===== src/rtl/prio_intc_pkg.sv =====
package prio_intc_pkg;

  // Word addresses (byte address >> 2) of the register groups
  localparam logic [9:0] WA_EN_SET    = 10'h000;
  localparam logic [9:0] WA_EN_CLR    = 10'h020;
  localparam logic [9:0] WA_PD_SET    = 10'h040;
  localparam logic [9:0] WA_PD_CLR    = 10'h060;
  localparam logic [9:0] WA_PRIO_BASE = 10'h0C0;

  // Byte lane width inside a priority word
  localparam int unsigned SLOT_W = 8;

  typedef enum logic [2:0] {
    RG_NONE,
    RG_EN_SET,
    RG_EN_CLR,
    RG_PD_SET,
    RG_PD_CLR,
    RG_PRIO
  } reg_sel_e;

  function automatic reg_sel_e decode_word(input logic [9:0] w, input int unsigned prio_words);
    reg_sel_e s;
    s = RG_NONE;
    if (w == WA_EN_SET) s = RG_EN_SET;
    else if (w == WA_EN_CLR) s = RG_EN_CLR;
    else if (w == WA_PD_SET) s = RG_PD_SET;
    else if (w == WA_PD_CLR) s = RG_PD_CLR;
    else if (w >= WA_PRIO_BASE && w < WA_PRIO_BASE + 10'(prio_words)) s = RG_PRIO;
    return s;
  endfunction

endpackage


===== src/rtl/prio_intc_detect.sv =====
module prio_intc_detect #(
  parameter int unsigned N_IRQ = 32,
  parameter logic [N_IRQ-1:0] LEVEL_MASK = '0
) (
  input  logic             clk,
  input  logic             rst_n,
  input  logic [N_IRQ-1:0] irq_in,
  input  logic             nmi_in,
  output logic [N_IRQ-1:0] hw_set,
  output logic             nmi_edge
);

  logic [N_IRQ-1:0] irq_prev;
  logic             nmi_prev;

  always_ff @(posedge clk or negedge rst_n) begin
    if (!rst_n) begin
      irq_prev <= '0;
      nmi_prev <= 1'b0;
    end else begin
      irq_prev <= irq_in;
      nmi_prev <= nmi_in;
    end
  end

  // Per-line variant picked by the mask: level lines follow the input,
  // pulse lines fire on a low-to-high transition only.
  for (genvar g = 0; g < N_IRQ; g++) begin : g_line
    if (LEVEL_MASK[g]) begin : g_level
      assign hw_set[g] = irq_in[g];
    end else begin : g_pulse
      assign hw_set[g] = irq_in[g] & ~irq_prev[g];
    end
  end

  assign nmi_edge = nmi_in & ~nmi_prev;

endmodule


===== src/rtl/prio_intc_regs.sv =====
module prio_intc_regs
  import prio_intc_pkg::*;
#(
  parameter int unsigned N_IRQ  = 32,
  parameter int unsigned PRIO_W = 2
) (
  input  logic                    clk,
  input  logic                    rst_n,
  input  logic                    bus_valid,
  input  logic                    bus_write,
  input  logic [9:0]              bus_addr,
  input  logic [31:0]             bus_wdata,
  output logic [31:0]             bus_rdata,
  input  logic [N_IRQ-1:0]        hw_set,
  input  logic [N_IRQ-1:0]        ack_clr,
  output logic [N_IRQ-1:0]        enable,
  output logic [N_IRQ-1:0]        pending,
  output logic [N_IRQ*PRIO_W-1:0] prio_flat
);

  localparam int unsigned PRIO_WORDS = N_IRQ / 4;

  reg_sel_e         sel;
  logic             wr;
  logic [9:0]       pidx;
  logic [N_IRQ-1:0] pd_set_v, pd_clr_v;
  logic [PRIO_W-1:0] prio_q [N_IRQ];

  assign sel  = decode_word(bus_addr, PRIO_WORDS);
  assign wr   = bus_valid & bus_write;
  assign pidx = bus_addr - WA_PRIO_BASE;

  always_ff @(posedge clk or negedge rst_n) begin
    if (!rst_n) begin
      enable <= '0;
    end else if (wr && sel == RG_EN_SET) begin
      enable <= enable | bus_wdata[N_IRQ-1:0];
    end else if (wr && sel == RG_EN_CLR) begin
      enable <= enable & ~bus_wdata[N_IRQ-1:0];
    end
  end

  // Set sources win over clear sources so a fresh event is never lost
  assign pd_set_v = ((wr && sel == RG_PD_SET) ? bus_wdata[N_IRQ-1:0] : '0) | hw_set;
  assign pd_clr_v = ((wr && sel == RG_PD_CLR) ? bus_wdata[N_IRQ-1:0] : '0) | ack_clr;

  always_ff @(posedge clk or negedge rst_n) begin
    if (!rst_n) pending <= '0;
    else        pending <= (pending & ~pd_clr_v) | pd_set_v;
  end

  for (genvar g = 0; g < N_IRQ; g++) begin : g_prio
    always_ff @(posedge clk or negedge rst_n) begin
      if (!rst_n) begin
        prio_q[g] <= '0;
      end else if (wr && sel == RG_PRIO && pidx == 10'(g / 4)) begin
        prio_q[g] <= bus_wdata[(g % 4) * SLOT_W + SLOT_W - 1 -: PRIO_W];
      end
    end
    assign prio_flat[g*PRIO_W +: PRIO_W] = prio_q[g];
  end

  always_comb begin
    bus_rdata = '0;
    unique case (sel)
      RG_EN_SET, RG_EN_CLR: bus_rdata = 32'(enable);
      RG_PD_SET, RG_PD_CLR: bus_rdata = 32'(pending);
      RG_PRIO: begin
        for (int k = 0; k < int'(N_IRQ); k++) begin
          if (10'(k / 4) == pidx)
            bus_rdata[(k % 4) * SLOT_W + SLOT_W - 1 -: PRIO_W] = prio_q[k];
        end
      end
      default: bus_rdata = '0;
    endcase
  end

  AST_ZERO_WRITE_KEEPS_ENABLE: assert property (@(posedge clk) disable iff (!rst_n) bus_valid && bus_write && (sel == RG_EN_SET || sel == RG_EN_CLR) && bus_wdata == 32'd0 |=> enable == $past(enable));

endmodule


===== src/rtl/prio_intc_pick.sv =====
module prio_intc_pick #(
  parameter int unsigned N_IRQ  = 32,
  parameter int unsigned PRIO_W = 2,
  localparam int unsigned IDW   = $clog2(N_IRQ),
  localparam int unsigned LVL_W = PRIO_W + 1
) (
  input  logic [N_IRQ-1:0]        cand,
  input  logic [N_IRQ*PRIO_W-1:0] prio_flat,
  input  logic [LVL_W-1:0]        ceiling,
  output logic                    found,
  output logic [IDW-1:0]          id
);

  logic [LVL_W-1:0] best;

  // Strictly-less compare while scanning upward keeps the lowest index on ties
  always_comb begin
    best  = ceiling;
    found = 1'b0;
    id    = '0;
    for (int i = 0; i < int'(N_IRQ); i++) begin
      if (cand[i] && {1'b0, prio_flat[i*PRIO_W +: PRIO_W]} < best) begin
        best  = {1'b0, prio_flat[i*PRIO_W +: PRIO_W]};
        found = 1'b1;
        id    = IDW'(i);
      end
    end
  end

endmodule


===== src/rtl/prio_intc.sv =====
module prio_intc #(
  parameter int unsigned N_IRQ  = 32,
  parameter int unsigned PRIO_W = 2,
  parameter logic [N_IRQ-1:0] LEVEL_MASK = 32'h0000_FFFF,
  localparam int unsigned IDW   = $clog2(N_IRQ)
) (
  input  logic             clk,
  input  logic             rst_n,
  input  logic [N_IRQ-1:0] irq_in,
  input  logic             nmi_in,
  input  logic             bus_valid,
  input  logic             bus_write,
  input  logic [9:0]       bus_addr,
  input  logic [31:0]      bus_wdata,
  output logic [31:0]      bus_rdata,
  output logic             req_valid,
  output logic             req_nmi,
  output logic [IDW-1:0]   req_id,
  input  logic             req_ack,
  input  logic             cpl
);

  localparam int unsigned LVL_W = PRIO_W + 1;
  localparam logic [LVL_W-1:0] LVL_IDLE = LVL_W'(1 << PRIO_W);

  logic [N_IRQ-1:0]        hw_set, enable, pending, ack_clr;
  logic [N_IRQ*PRIO_W-1:0] prio_flat;
  logic                    nmi_edge;

  logic [N_IRQ-1:0] act_q, clr_act, eff_act;
  logic             nmi_pend_q, nmi_act_q, eff_nmi_act;
  logic             top_found, nxt_found, disp_found;
  logic [IDW-1:0]   top_id, nxt_id, disp_id;
  logic [LVL_W-1:0] ceiling;
  logic             nmi_req, mask_req, take;

  prio_intc_detect #(.N_IRQ(N_IRQ), .LEVEL_MASK(LEVEL_MASK)) u_detect (
    .clk(clk), .rst_n(rst_n), .irq_in(irq_in), .nmi_in(nmi_in),
    .hw_set(hw_set), .nmi_edge(nmi_edge)
  );

  prio_intc_regs #(.N_IRQ(N_IRQ), .PRIO_W(PRIO_W)) u_regs (
    .clk(clk), .rst_n(rst_n),
    .bus_valid(bus_valid), .bus_write(bus_write), .bus_addr(bus_addr),
    .bus_wdata(bus_wdata), .bus_rdata(bus_rdata),
    .hw_set(hw_set), .ack_clr(ack_clr),
    .enable(enable), .pending(pending), .prio_flat(prio_flat)
  );

  // Most urgent handler in service: the one a completion retires
  prio_intc_pick #(.N_IRQ(N_IRQ), .PRIO_W(PRIO_W)) u_act_top (
    .cand(act_q), .prio_flat(prio_flat), .ceiling(LVL_IDLE),
    .found(top_found), .id(top_id)
  );

  assign clr_act     = (cpl && !nmi_act_q && top_found) ? (N_IRQ'(1) << top_id) : '0;
  assign eff_act     = act_q & ~clr_act;
  assign eff_nmi_act = nmi_act_q & ~cpl;

  // Most urgent handler left after this cycle's completion sets the ceiling
  prio_intc_pick #(.N_IRQ(N_IRQ), .PRIO_W(PRIO_W)) u_act_nxt (
    .cand(eff_act), .prio_flat(prio_flat), .ceiling(LVL_IDLE),
    .found(nxt_found), .id(nxt_id)
  );

  assign ceiling = nxt_found ? {1'b0, prio_flat[nxt_id*PRIO_W +: PRIO_W]} : LVL_IDLE;

  prio_intc_pick #(.N_IRQ(N_IRQ), .PRIO_W(PRIO_W)) u_disp (
    .cand(enable & pending), .prio_flat(prio_flat), .ceiling(ceiling),
    .found(disp_found), .id(disp_id)
  );

  assign nmi_req   = nmi_pend_q & ~eff_nmi_act;
  assign mask_req  = ~eff_nmi_act & disp_found;
  assign req_valid = nmi_req | mask_req;
  assign req_nmi   = nmi_req;
  assign req_id    = (!nmi_req && mask_req) ? disp_id : '0;
  assign take      = req_valid & req_ack;
  assign ack_clr   = (take && !nmi_req) ? (N_IRQ'(1) << disp_id) : '0;

  always_ff @(posedge clk or negedge rst_n) begin
    if (!rst_n) begin
      act_q      <= '0;
      nmi_act_q  <= 1'b0;
      nmi_pend_q <= 1'b0;
    end else begin
      act_q      <= eff_act | ack_clr;
      nmi_act_q  <= eff_nmi_act | (take & nmi_req);
      nmi_pend_q <= (nmi_pend_q & ~(take & nmi_req)) | nmi_edge;
    end
  end

  AST_REQ_QUALIFIED: assert property (@(posedge clk) disable iff (!rst_n) req_valid && !req_nmi |-> enable[req_id] && pending[req_id]);
  AST_ACK_MARKS_ACTIVE: assert property (@(posedge clk) disable iff (!rst_n) req_valid && req_ack && !req_nmi |=> act_q[$past(req_id)]);
  AST_NO_REQ_UNDER_NMI: assert property (@(posedge clk) disable iff (!rst_n) nmi_act_q && !cpl |-> !req_valid);
  AST_NMI_FROM_EDGE: assert property (@(posedge clk) disable iff (!rst_n) $rose(nmi_pend_q) |-> $past(nmi_in));
  AST_NMI_TAIL_CHAIN: assert property (@(posedge clk) disable iff (!rst_n) cpl && nmi_act_q && nmi_pend_q |-> req_valid && req_nmi);

endmodule


===== config.mk =====
export PLATFORM = sky130hd
export DESIGN_NAME = prio_intc
export DESIGN_NICKNAME = d
export VERILOG_FILES = /design/src/rtl/prio_intc_pkg.sv /design/src/rtl/prio_intc_detect.sv /design/src/rtl/prio_intc_regs.sv /design/src/rtl/prio_intc_pick.sv /design/src/rtl/prio_intc.sv
export SDC_FILE = /design/constraint.sdc
export NUM_CORES = 1
export LEC_CHECK = 0
export BUFFER_PORTS_ARGS = -buffer_cell sky130_fd_sc_hd__buf_2
export CAP_MARGIN = 10
export CORE_MARGIN = 2
export CORE_UTILIZATION = 58
export DETAILED_ROUTE_END_ITERATION = 8
export PLACE_DENSITY = 0.79
export SLEW_MARGIN = 15
export SYNTH_ARGS = -nofsm -noshare
export SYNTH_HDL_FRONTEND = slang
export SYNTH_HIERARCHICAL = 1
export SYNTH_SLANG_ARGS = --single-unit
export TNS_END_PERCENT = 20

===== constraint.sdc =====
create_clock -name clk -period 130.3 [get_ports clk]
set_input_delay 26.06 -clock clk [delete_from_list [all_inputs] [get_ports clk]]
set_output_delay 26.06 -clock clk [all_outputs]
set_load 0.01 [all_outputs]

==> results.ini, run 1 <==
[yosys]
synth_seq_area_share = 0.203
synth-simple-area-share = 0.290
synth_area_leaders = dfrtp_1, ha_1, nor2_1
synthAdderAreaFrac = 0.0545
synth_top_family_by_area = compound AO/OA/AOI/OAI gates
synth-compound-area-share = 0.319
yosys.area.top_type = dfrtp_1
synth-async-reset-ratio = 1.00
ys.flop_type = dfrtp_1
synthCells = 2728
synth-edff-count = 0
yosysTopAreaCellShare = 0.203
synth_common_cells = nor2_1, nand2_1, dfrtp_1, o21ai_0, a21oi_1
synth_most_common_cell = nor2_1
ys_types = 119
synth.avg_cell_area_sq_um = 8.08
synth-xor-area-share = 0
yosysWarnings = 6
synth_mux_area_frac = 0.0890
synth_seq_cells = 179
syn_area_sq_um = 22000

[placement]
dp_hpwl_mm = 69.2
dp_cells = 3998
portBuffers = 119
gp_congestion = 1.06

[clock_tree]
cts_buffer_depth = 2
cts-htree-levels = 4
ctsHoldBuffers = 0
cts-buffers-inserted = 17
root_buffer = clkbuf_16
cts_sinks = 179

[timing]
crit_endpoint = req_id[1]
endpoint_type = primary output

[die]
rows = 71
start_util = 0.587
ios = 120
die_x_um = 199
die_y_um = 199

[global_route]
grt_remaining_overflow = 244
antenna_found_initial = 45
grt_max_degree = 110
track_usage = 0.872

[status]
status = did not finish
failed_stage = global routing
toolErrorMsg = [ERROR GRT-0232] Routing congestion too high. Check the congestion heatmap in the GUI.

## what timing repair did
item / CTS
gates resized for setup: 153
buffers inserted: 71
cloned: 1
pin swaps: 55
setup endpoints to repair: 6
## routing by layer
layer  GRT overflow  GRT usage
met1             24      0.868
met2            141      0.980
met3             20      0.782
met4             58      0.842
met5              1      0.660
## stage by stage
stage	setup TNS (ns)	setup WS, ns	instance area, sq um
2_1_floorplan	0	0.0430	22500
3_3_place_gp	-21.86	-3.66	28500
3_5_place_dp	-44.02	-7.35	28500
4_1_cts	-25.17	-4.21	30200
## cells by family after synthesis
group | after synthesis
and+or+nand+nor | 1142
AOI/OAI and AO/OA | 960
buffers and inverters | 194
DFF | 179
muxes | 155
adders and majority gates | 96
other | 2
==> run 2, diff against run 1 <==
--- a/config.mk
+++ b/config.mk
@@ -8,9 +8,9 @@
 export BUFFER_PORTS_ARGS = -buffer_cell sky130_fd_sc_hd__buf_2
 export CAP_MARGIN = 10
 export CORE_MARGIN = 2
-export CORE_UTILIZATION = 58
+export CORE_UTILIZATION = 40
 export DETAILED_ROUTE_END_ITERATION = 8
-export PLACE_DENSITY = 0.79
+export PLACE_DENSITY_LB_ADDON = 0.15
 export SLEW_MARGIN = 15
 export SYNTH_ARGS = -nofsm -noshare
 export SYNTH_HDL_FRONTEND = slang
==> constraint.sdc (replaced) <==
create_clock -name clk -period 169.4 [get_ports clk]
set_input_delay 33.88 -clock clk [delete_from_list [all_inputs] [get_ports clk]]
set_output_delay 33.88 -clock clk [all_outputs]
set_load 0.01 [all_outputs]
==> run 2 against run 1 <==
  * Synthesized area did not move
  * The flow now finishes without violations
  * Synthesized cell count did not move
==> results.ini, run 2 <==
[status]
status = finished clean  ; was did not finish

[yosys]
synth-edff-count = 0  ; unchanged
syn_area_sq_um = 22000  ; unchanged
yosysWarnings = 6  ; unchanged
ys_types = 119  ; unchanged
synthCells = 2728  ; unchanged
yosys.area.top_type = dfrtp_1  ; unchanged
synth_common_cells = nor2_1, nand2_1, dfrtp_1, o21ai_0, a21oi_1  ; unchanged
synth.avg_cell_area_sq_um = 8.08  ; unchanged
synth-async-reset-ratio = 1.00  ; unchanged
ys.flop_type = dfrtp_1  ; unchanged
synth_area_leaders = dfrtp_1, ha_1, nor2_1  ; unchanged
synth_seq_cells = 179  ; unchanged
synth_seq_area_share = 0.203  ; unchanged
synth_most_common_cell = nor2_1  ; unchanged
yosysTopAreaCellShare = 0.203  ; unchanged

[timing]
tightest_slew_ns = 1.23
fin_ws_ns = 9.57
drv_slew = 0
timing.hold.ws_ns = 0.522
max_freq_ghz = 0.00626
period_minus_slack_ns = 159.83
hold_viol_final = 0
relSlewSlack = 0.170
timing.final.crit_share = 0.944
setup-violations-final = 0
skew_ns = 0.0150

[die]
die-area_sq_um = 57000
ios = 120  ; unchanged
die_y_um = 239  ; was 199 um
rows = 86  ; was 71
die_x_um = 239  ; was 199 um
start_util = 0.403  ; was 0.587
design.core.area_sq_um = 54800

[worst_setup_path]
arrival_ns = 125.95
cp_slowest_stage_delay_ns = 0.65
worst-path-buf-inv = 21
r2r_start = act_q[0]
cp_top_family = compound AO/OA/AOI/OAI gates
critPathLaunchType = register
crit_start = act_q[0]
crit_cells = 624
critPathCaptureType = output pin
cpMostUsedCell = nor2_1
slowest_stage = or4b_2
crit_fanout = 11
path_class = reg -> out
crit_required_ns = 135.52
r2r_cells = 627

[drt]
wl_per_cell_um = 23.0
drt-total-wl_mm = 81.5
dr.pass1.iters = 6
drtAntennaViolNets = 0
drc = 0
via_count = 22600
viasPerCell = 6.40
first_iter_violations = 2073

[clock_tree]
ctsHoldBuffers = 0  ; unchanged
path_clk_slew_ns = 0.07
cts-buffers-inserted = 17  ; unchanged
root_buffer = clkbuf_16  ; unchanged
clk_latency_ns = 0.46
cts-htree-levels = 4  ; unchanged
cts_buffer_depth = 2  ; unchanged
cts_sinks = 179  ; unchanged
tritoncts = built

[hold_path]
hold_path.class = reg -> reg
whs_path_depth = 1

[global_route]
antenna_found_initial = 1
grt_pass1_vias = 21700
grt_max_degree = 112
grt_remaining_overflow = 0
grt_pass1_wl_mm = 125
track_usage = 0.279

[pwr]
peakVddDrop_mv = 0.00625
power-per-cell-area_nw_per_um2 = 8.15
power_leakage_nw = 10.5

[run]
maxCapViolCount = 0

[cells_and_area]
antenna-diode-count = 0
syn_to_final_growth_pct = 9.78
post-route-cell-area_sq_um = 24200
nNetsFinal = 2999
fin_util = 0.442
drive_gt1_frac = 0.189
mostFrequentLayoutCell = nor2_1
final_cell_mix = nor2_1, nand2_1, dfrtp_1

[placement]
gp_congestion = 0.929  ; was 1.06
place_ws_ns = 2.68  ; was -7.35 ns
dpl_cell_area_sq_um = 23200  ; was 28,500 sq um
portBuffers = 119  ; unchanged
dp_hpwl_mm = 63.2  ; was 69.2 mm

## run 2: logic make-up (layout without fill, tap and decap cells)
logic type / count (synthesis) / in the layout / synth area share
AND/OR/NAND/NOR: 1142 / 1142 / 0.290
AO/OA/AOI/OAI: 960 / 960 / 0.319
buffers and inverters: 194 / 281 / 0.0437
flip-flops: 179 / 179 / 0.203
multiplexers: 155 / 155 / 0.0890
adder cells (fa/ha/maj): 96 / 96 / 0.0545
other: 2 / 22 / 0.000341
## run 2: through the flow
step | setup TNS (ns) | std cells | power (W)
6_report | 0 | 3539 | 0.000197
5_1_grt | -0.295 | 3539 | 0.000209
4_1_cts | 0 | 3531 | 0.000191
3_5_place_dp | 0 | 3499 | 0.000149
3_3_place_gp | 0 | 3499 | 0.000148
2_1_floorplan | 0 | 2748 | 0.000123
## run 2: metal layers
| metal | vias to the layer above | global-route usage | share of wire |
|---|---|---|---|
| met5 | - | 0 | 0 |
| met2 | 844 | 0.469 | 0.47 |
| met3 | 148 | 0.0299 | 0.058 |
| met4 | 0 | 0.103 | 0.038 |
| met1 | 11100 | 0.368 | 0.44 |
| li1 | 10600 | - | - |
## run 2: timing repair
item                       CTS  global route
gates resized for setup      0           105
buffers inserted             0             8
hold endpoints to repair     0             0
setup endpoints to repair    0             6
## run 2: worst reg2reg max path: cells and delay by family, from the launching register on
kind	cells	cell delay [ns]
buf+inv	20	1.62
compound gates	259	56.54
fa+ha+maj	94	23.48
flops	1	0.46
mux	15	4.49
simple gates	239	40.11
## run 2: report_power, final
part	switching (W)	leakage (nW)	internal, W
clock network	0.0000195	0.292	0.0000223
registers	0.00000123	2.29	0.0000434
logic	0.0000714	7.88	0.0000394
total	0.0000921	10.5	0.000105
## run 2: path summary, 6_finish.rpt
| path | slack, ns | to |
|---|---|---|
| worst min-delay path | 0.52 | register |
| worst max register to register | 42.64 | u_regs/pending[13] |
| worst max-delay path | 9.57 | req_id[2] |
| min in group asynchronous | 33.55 | u_regs/pending[27] |
| worst min register to register | 0.52 | register |
| max in group asynchronous | 134.26 | act_q[0] |
## run 2: layout make-up
| class | instances | area, sq um |
|---|---|---|
| clock buffers | 18 | 439 |
| clock inverters | 14 | 149 |
| fillers | 5474 | 30600 |
| inverters | 103 | 387 |
| multi-input cells | 2375 | 17100 |
| flip-flops and latches | 179 | 4480 |
| well taps | 704 | 881 |
| repair buffers | 146 | 807 |
(Power assumes the default switching activity.)
